===== src/rtl/wupd_pkg.sv =====
package wupd_pkg;
  typedef enum logic [1:0] {ST_IDLE, ST_PULSE, ST_GAP} sched_st_e;
  localparam int ADDR_W = 4;
  localparam int A_NTH  = 0;
  localparam int A_THR0 = 1;
  localparam int A_CNT0 = 8;
endpackage


===== src/rtl/wupd_cfg_regs.sv =====
module wupd_cfg_regs import wupd_pkg::*; #(
  parameter int MAX_TH = 4,
  parameter int MAG_W  = 16,
  parameter int CNT_W  = 8,
  parameter int DEF_M  = 2,
  parameter logic [MAG_W-1:0] DEF_TH_LO = 10,
  parameter logic [MAG_W-1:0] DEF_TH_HI = 100,
  parameter logic [CNT_W-1:0] DEF_P_HI  = 150,
  localparam int MW = $clog2(MAX_TH + 1)
) (
  input  logic                          clk_i,
  input  logic                          rst_ni,
  input  logic                          busy_i,
  input  logic                          we_i,
  input  logic [ADDR_W-1:0]             addr_i,
  input  logic [MAG_W-1:0]              wdata_i,
  output logic [MW-1:0]                 m_o,
  output logic [MAX_TH-1:0][MAG_W-1:0]  thr_o,
  output logic [MAX_TH:0][CNT_W-1:0]    cnt_o
);
  logic wr_ok;
  logic [MW-1:0] m_q;
  logic [MAX_TH-1:0][MAG_W-1:0] thr_q;
  logic [MAX_TH:0][CNT_W-1:0] cnt_q;

  assign wr_ok = we_i && !busy_i;

  always_ff @(posedge clk_i or negedge rst_ni) begin
    if (!rst_ni) m_q <= MW'(DEF_M);
    else if (wr_ok && addr_i == ADDR_W'(A_NTH))
      m_q <= (wdata_i > MAG_W'(MAX_TH)) ? MW'(MAX_TH) : wdata_i[MW-1:0];
  end

  for (genvar g = 0; g < MAX_TH; g++) begin : g_thr
    localparam logic [MAG_W-1:0] RST_TH = (g == 0) ? DEF_TH_LO : (g == 1) ? DEF_TH_HI : '1;
    always_ff @(posedge clk_i or negedge rst_ni) begin
      if (!rst_ni) thr_q[g] <= RST_TH;
      else if (wr_ok && addr_i == ADDR_W'(A_THR0 + g)) thr_q[g] <= wdata_i;
    end
  end

  for (genvar g = 0; g <= MAX_TH; g++) begin : g_cnt
    localparam logic [CNT_W-1:0] RST_CNT = (g == 1) ? CNT_W'(1) : (g == 2) ? DEF_P_HI : '0;
    always_ff @(posedge clk_i or negedge rst_ni) begin
      if (!rst_ni) cnt_q[g] <= RST_CNT;
      else if (wr_ok && addr_i == ADDR_W'(A_CNT0 + g)) cnt_q[g] <= wdata_i[CNT_W-1:0];
    end
  end

  assign m_o   = m_q;
  assign thr_o = thr_q;
  assign cnt_o = cnt_q;

  a_r8_locked: assert property (@(posedge clk_i) disable iff (!rst_ni)
    busy_i |=> ($stable(m_q) && $stable(thr_q) && $stable(cnt_q)));
  a_r8_m_range: assert property (@(posedge clk_i) disable iff (!rst_ni)
    m_q <= MW'(MAX_TH));
endmodule


===== src/rtl/wupd_interval_lut.sv =====
module wupd_interval_lut #(
  parameter int MAX_TH = 4,
  parameter int MAG_W  = 16,
  parameter int CNT_W  = 8,
  localparam int MW = $clog2(MAX_TH + 1)
) (
  input  logic [MAG_W-1:0]              mag_i,
  input  logic [MW-1:0]                 m_i,
  input  logic [MAX_TH-1:0][MAG_W-1:0]  thr_i,
  input  logic [MAX_TH:0][CNT_W-1:0]    cnt_i,
  output logic [MW-1:0]                 idx_o,
  output logic [CNT_W-1:0]              cnt_o
);
  logic found;

  // first active threshold the magnitude stays below
  always_comb begin
    found = 1'b0;
    idx_o = m_i;
    for (int i = 0; i < MAX_TH; i++) begin
      if (!found && (MW'(i) < m_i) && (mag_i < thr_i[i])) begin
        idx_o = MW'(i);
        found = 1'b1;
      end
    end
    cnt_o = cnt_i[idx_o];
  end
endmodule


===== src/rtl/wupd_lfsr.sv =====
module wupd_lfsr #(
  parameter logic [15:0] SEED = 16'hACE1
) (
  input  logic clk_i,
  input  logic rst_ni,
  input  logic adv_i,
  output logic bit_o
);
  logic [15:0] state_q;
  logic fb;

  assign fb    = state_q[15] ^ state_q[13] ^ state_q[12] ^ state_q[10];
  assign bit_o = state_q[0];

  always_ff @(posedge clk_i or negedge rst_ni) begin
    if (!rst_ni)    state_q <= SEED;
    else if (adv_i) state_q <= {state_q[14:0], fb};
  end

  a_r6_lfsr_nonzero: assert property (@(posedge clk_i) disable iff (!rst_ni)
    state_q != '0);
  a_r6_lfsr_hold: assert property (@(posedge clk_i) disable iff (!rst_ni)
    !adv_i |=> $stable(state_q));
endmodule


===== src/rtl/wupd_pulse_sched.sv =====
module wupd_pulse_sched import wupd_pkg::*; #(
  parameter int DATA_W    = 16,
  parameter int MAX_TH    = 4,
  parameter int CNT_W     = 8,
  parameter int PULSE_CYC = 3,
  parameter int GAP_CYC   = 2,
  parameter int DEF_M     = 2,
  parameter logic [DATA_W-1:0] DEF_TH_LO = 10,
  parameter logic [DATA_W-1:0] DEF_TH_HI = 100,
  parameter logic [CNT_W-1:0]  DEF_P_HI  = 150,
  parameter logic [15:0]       LFSR_SEED = 16'hACE1
) (
  input  logic              clk_i,
  input  logic              rst_ni,
  input  logic              start_i,
  input  logic [DATA_W-1:0] upd_i,
  input  logic              cfg_we_i,
  input  logic [ADDR_W-1:0] cfg_addr_i,
  input  logic [DATA_W-1:0] cfg_wdata_i,
  output logic              busy_o,
  output logic              done_o,
  output logic              pulse_set_o,
  output logic              pulse_rst_o,
  output logic              tgt_neg_o
);
  localparam int MW      = $clog2(MAX_TH + 1);
  localparam int TMR_MAX = (PULSE_CYC > GAP_CYC) ? PULSE_CYC : GAP_CYC;
  localparam int TMR_W   = (TMR_MAX > 1) ? $clog2(TMR_MAX) : 1;

  if (PULSE_CYC < 1 || GAP_CYC < 1 || MAX_TH < 1 || MAX_TH > 7) begin : g_bad_param
    $error("wupd_pulse_sched: unsupported timing or threshold parameters");
  end

  sched_st_e state_q;
  logic [CNT_W-1:0] remain_q;
  logic [TMR_W-1:0] tmr_q;
  logic set_q, tgt_q, done_q;

  logic [DATA_W-1:0] mag;
  logic [MW-1:0] m_w, idx_w;
  logic [MAX_TH-1:0][DATA_W-1:0] thr_w;
  logic [MAX_TH:0][CNT_W-1:0] cnt_w;
  logic [CNT_W-1:0] cnt_sel;
  logic lfsr_bit, accept, busy;

  assign busy   = (state_q != ST_IDLE);
  assign accept = start_i && !busy;
  assign mag    = upd_i[DATA_W-1] ? (~upd_i + 1'b1) : upd_i;

  wupd_cfg_regs #(
    .MAX_TH(MAX_TH), .MAG_W(DATA_W), .CNT_W(CNT_W), .DEF_M(DEF_M),
    .DEF_TH_LO(DEF_TH_LO), .DEF_TH_HI(DEF_TH_HI), .DEF_P_HI(DEF_P_HI)
  ) u_cfg (
    .clk_i, .rst_ni, .busy_i(busy), .we_i(cfg_we_i), .addr_i(cfg_addr_i),
    .wdata_i(cfg_wdata_i), .m_o(m_w), .thr_o(thr_w), .cnt_o(cnt_w)
  );

  wupd_interval_lut #(.MAX_TH(MAX_TH), .MAG_W(DATA_W), .CNT_W(CNT_W)) u_lut (
    .mag_i(mag), .m_i(m_w), .thr_i(thr_w), .cnt_i(cnt_w), .idx_o(idx_w), .cnt_o(cnt_sel)
  );

  wupd_lfsr #(.SEED(LFSR_SEED)) u_lfsr (
    .clk_i, .rst_ni, .adv_i(accept), .bit_o(lfsr_bit)
  );

  always_ff @(posedge clk_i or negedge rst_ni) begin
    if (!rst_ni) begin
      state_q  <= ST_IDLE;
      remain_q <= '0;
      tmr_q    <= '0;
      set_q    <= 1'b0;
      tgt_q    <= 1'b0;
      done_q   <= 1'b0;
    end else begin
      done_q <= 1'b0;
      unique case (state_q)
        ST_IDLE: if (accept) begin
          set_q <= !upd_i[DATA_W-1];
          tgt_q <= lfsr_bit;
          if (mag == '0 || cnt_sel == '0) begin
            done_q <= 1'b1;
          end else begin
            state_q  <= ST_PULSE;
            remain_q <= cnt_sel;
            tmr_q    <= TMR_W'(PULSE_CYC - 1);
          end
        end
        ST_PULSE: begin
          if (tmr_q == '0) begin
            remain_q <= remain_q - 1'b1;
            if (remain_q == CNT_W'(1)) begin
              state_q <= ST_IDLE;
              done_q  <= 1'b1;
            end else begin
              state_q <= ST_GAP;
              tmr_q   <= TMR_W'(GAP_CYC - 1);
            end
          end else begin
            tmr_q <= tmr_q - 1'b1;
          end
        end
        ST_GAP: begin
          if (tmr_q == '0) begin
            state_q <= ST_PULSE;
            tmr_q   <= TMR_W'(PULSE_CYC - 1);
          end else begin
            tmr_q <= tmr_q - 1'b1;
          end
        end
        default: state_q <= ST_IDLE;
      endcase
    end
  end

  assign busy_o      = busy;
  assign done_o      = done_q;
  assign pulse_set_o = (state_q == ST_PULSE) && set_q;
  assign pulse_rst_o = (state_q == ST_PULSE) && !set_q;
  assign tgt_neg_o   = tgt_q;

  a_r4_one_polarity: assert property (@(posedge clk_i) disable iff (!rst_ni)
    !(pulse_set_o && pulse_rst_o));
  a_r5_done_idle: assert property (@(posedge clk_i) disable iff (!rst_ni)
    done_o |-> !busy_o);
  a_r5_remain_nz: assert property (@(posedge clk_i) disable iff (!rst_ni)
    busy_o |-> (remain_q != '0));
  a_r6_tgt_hold: assert property (@(posedge clk_i) disable iff (!rst_ni)
    (busy_o && $past(busy_o)) |-> $stable(tgt_neg_o));
  a_r3_zero_done: assert property (@(posedge clk_i) disable iff (!rst_ni)
    (!busy_o && start_i && upd_i == '0) |=> (done_o && !busy_o));
  a_r2_idx_bound: assert property (@(posedge clk_i) disable iff (!rst_ni)
    idx_w <= m_w);
endmodule


===== config.mk =====
export PLATFORM = sky130hd
export DESIGN_NAME = wupd_pulse_sched
export DESIGN_NICKNAME = d
export VERILOG_FILES = /design/src/rtl/wupd_pkg.sv /design/src/rtl/wupd_cfg_regs.sv /design/src/rtl/wupd_interval_lut.sv /design/src/rtl/wupd_lfsr.sv /design/src/rtl/wupd_pulse_sched.sv
export SDC_FILE = /design/constraint.sdc
export NUM_CORES = 1
export LEC_CHECK = 0
export BUFFER_PORTS_ARGS = -buffer_cell sky130_fd_sc_hd__buf_2
export CAP_MARGIN = 20
export CORE_MARGIN = 3
export CORE_UTILIZATION = 62
export DETAILED_ROUTE_END_ITERATION = 6
export PLACE_DENSITY = 0.81
export SLEW_MARGIN = 40
export SYNTH_ARGS = -nofsm -noshare
export SYNTH_HDL_FRONTEND = slang
export SYNTH_HIERARCHICAL = 1
export SYNTH_SLANG_ARGS = --single-unit

===== constraint.sdc =====
create_clock -name clk_i -period 5 [get_ports clk_i]
set_input_delay 0.5 -clock clk_i [delete_from_list [all_inputs] [get_ports clk_i]]
set_output_delay 0.5 -clock clk_i [all_outputs]
set_load 0.02 [all_outputs]

==> reports/results.tsv <==
metric	value	unit
Die Area	0.0153	mm^2
Setup violations, final	9	
H-tree Lvls	4	
synthesized area per cell	11.3	um^2
skew final	0.00590	ns
worst path arrival time	5.43	ns
routability-driven placement congestion ratio	0.902	
drt pass-1 iters	5	
Max IR drop VDD	0.375	mV
PnR Total Power	6.97	mW
Die Span Y	124	um
fin crit share	102	%
Max-slew headroom	51.5	%
CP required	5.31	ns
Worst Setup Start Kind	input pin	
DP Worst Slack	-0.733	ns
Syn Nets	869	
hold violation total from the final report	0	
number of diodes	0	
fin worst setup slack	-0.117	ns
status	complete, but fails checks	
Crit Path Class	in -> reg	
CTS tree	built	
DRC Markers	0	
PwrDens	661	mW/mm^2
RSZ-0062 raised after global routing	true	
DRT antenna net count	0	
initial antenna violation count	0	
initial core utilization	64.2	%
max_cap viols	0	
crit path cell chain	buf_6 > or4_4 > or4_4 > and3b_2 > or2_4 > ha_4 > and4_4 > a221o_1 > a311oi_2 > or2_4 > buf_6 > a2bb2oi_4 > o221ai_2 > o211ai_1 > or4_4 > o21ai_4 > a31oi_4 > nor2_4 > or3_4 > mux2_4	
CP max stage delay	0.54	ns
row cnt	42	
Total Neg Setup Slack	-0.515	ns
critical path fanouts, max	8	
Final nets	999	
synth-to-layout area growth	22.5	%
DPL Wire Length	15.4	mm
fmax	0.195	GHz
Total GRT Usage	29.9	%
Design Area, Final	0.0105	mm^2
Cells after Synth	758	
routed via count	6617	
layout cells sized above 1	48.6	%
vias in the first global route	6773	
leakage	4.73	nW
Reg clk slew, reported paths	0.06	ns
Clock Tree Root	clkbuf_16	
global-route wire length before repair	34.8	mm
DP Area	0.00943	mm^2
hold_buf cts	0	
Core ar.	0.0134	mm^2
Cell Area, Synth	0.00860	mm^2
I/O Pins	45	
Hold Path Class	in -> async	
PortBufs	44	
DRT Wirelength	22.4	mm
highest-delay cell along the critical path	or4_4	
grt ovf	0	
min Tclk post-route	5.12	ns
max-slew violation count	0	
CTS Buf Count	17	
initial DRC count	559	
Die W	124	um
failing checks	setup timing	
clock sink count	138	
Vias/cell	6.14	
CTS Buffer Depth	2	
most frequent CP cell	or4_4	
synth warn	6	
largest net degree at the start of global routing	57	
nature of the critical path endpoint	flip-flop	
Skew-Pair Late Insertion Delay	0.43	ns
Least-Margin Pin Slew	0.728	ns
wire length per cell	20.8	um
flip-flops by register name, summed over array words and instances, names as in the netlist:
signal	cells
u_cfg/cnt_o	40
tmr_q	2
u_cfg/thr_o	64
u_lfsr/state_q	16
u_cfg/m_o	3
set_q	1
state_q	2
remain_q	8
done_o	1
tgt_neg_o	1
area by class of cell:
| class | count | area, um^2 |
|---|---|---|
| Clock buffer | 20 | 437 |
| Clock inverter | 12 | 118 |
| Fill cell | 786 | 2860 |
| Inverter | 87 | 327 |
| Multi-Input combinational cell | 503 | 4940 |
| Sequential cell | 138 | 3520 |
| Tap cell | 176 | 220 |
| Timing Repair Buffer | 141 | 982 |
placed cells by master, fill, tap and decap left out, types with 4 or more instances in the layout:
cell type     n
o221ai_2      7
dfstp_2      51
nand2_2       4
clkinvlp_4    4
or4_1         5
a2111oi_4     5
dfrtp_1      87
nand2b_1      6
nand3_1      15
mux2_4       20
ha_1         68
clkbuf_16    17
nor4_1        5
a211oi_1      5
inv_6         4
nand2_1      29
nand4_1       6
xnor2_1       9
o21ai_0      16
inv_1        84
a31oi_1       5
buf_6         7
nor2_1       21
buf_2        41
buf_4        93
o21ai_2       5
or2_2         6
mux2_2      103
o211ai_1     11
or4_4         5
o21ai_1       7
nor3_1        7
a32oi_1       6
a21oi_1      17
o21a_1        4
mux2i_1       4
worst max-delay path: cells and delay by family:
| family | cells | cell delay [ns] |
|---|---|---|
| AOI/OAI and AO/OA | 7 | 1.65 |
| adders and majority gates | 1 | 0.22 |
| buffers and inverters | 2 | 0.21 |
| muxes | 1 | 0.31 |
| and+or+nand+nor | 9 | 2.52 |
metal layers:
layer	global-route usage, %	vias to the layer above	routed length [um]
met1	38.9	3253	9450
li1	-	3015	-
met3	6.90	68	1440
met2	49.3	281	10900
met4	9.97	0	603
met5	0	-	0
report_power, final:
group / internal, mW / total, mW / switching, mW
clock: 0.690 / 1.20 / 0.509
sequential: 1.78 / 2.14 / 0.363
combinational: 1.88 / 3.63 / 1.74
through the flow:
step                      std cells  hold WS, ns  util (%)
after floorplan                 758        0.204         -
after global placement         1019        0.482      70.3
after detailed placement       1019        0.487      70.3
after CTS                      1072        0.165      76.9
after global routing           1077        0.181      78.6
final                          1077        0.140      78.6
worst paths after layout:
path	from	endpoint	slack, ns	depth (start not counted)
max in group asynchronous	rst_ni	u_cfg/cnt_o[38]	3.80	2
max	upd_i[6]	tmr_q[1]	-0.12	20
min in group clk_i	cfg_wdata_i[11]	u_cfg/thr_o[59]	0.37	2
min reg2reg	u_cfg/thr_o[0]	u_cfg/thr_o[0]	0.50	1
max reg2reg	u_cfg/thr_o[18]	remain_q[2]	0.82	18
min	rst_ni	u_cfg/thr_o[13]	0.14	1
what timing repair did:
action | in CTS | in global routing
endpoints found under the setup margin | 12 | 12
gates resized for setup | 32 | 36
pin swaps | 21 | 27
buffers inserted | 22 | 5
(Power assumes the default switching activity.)
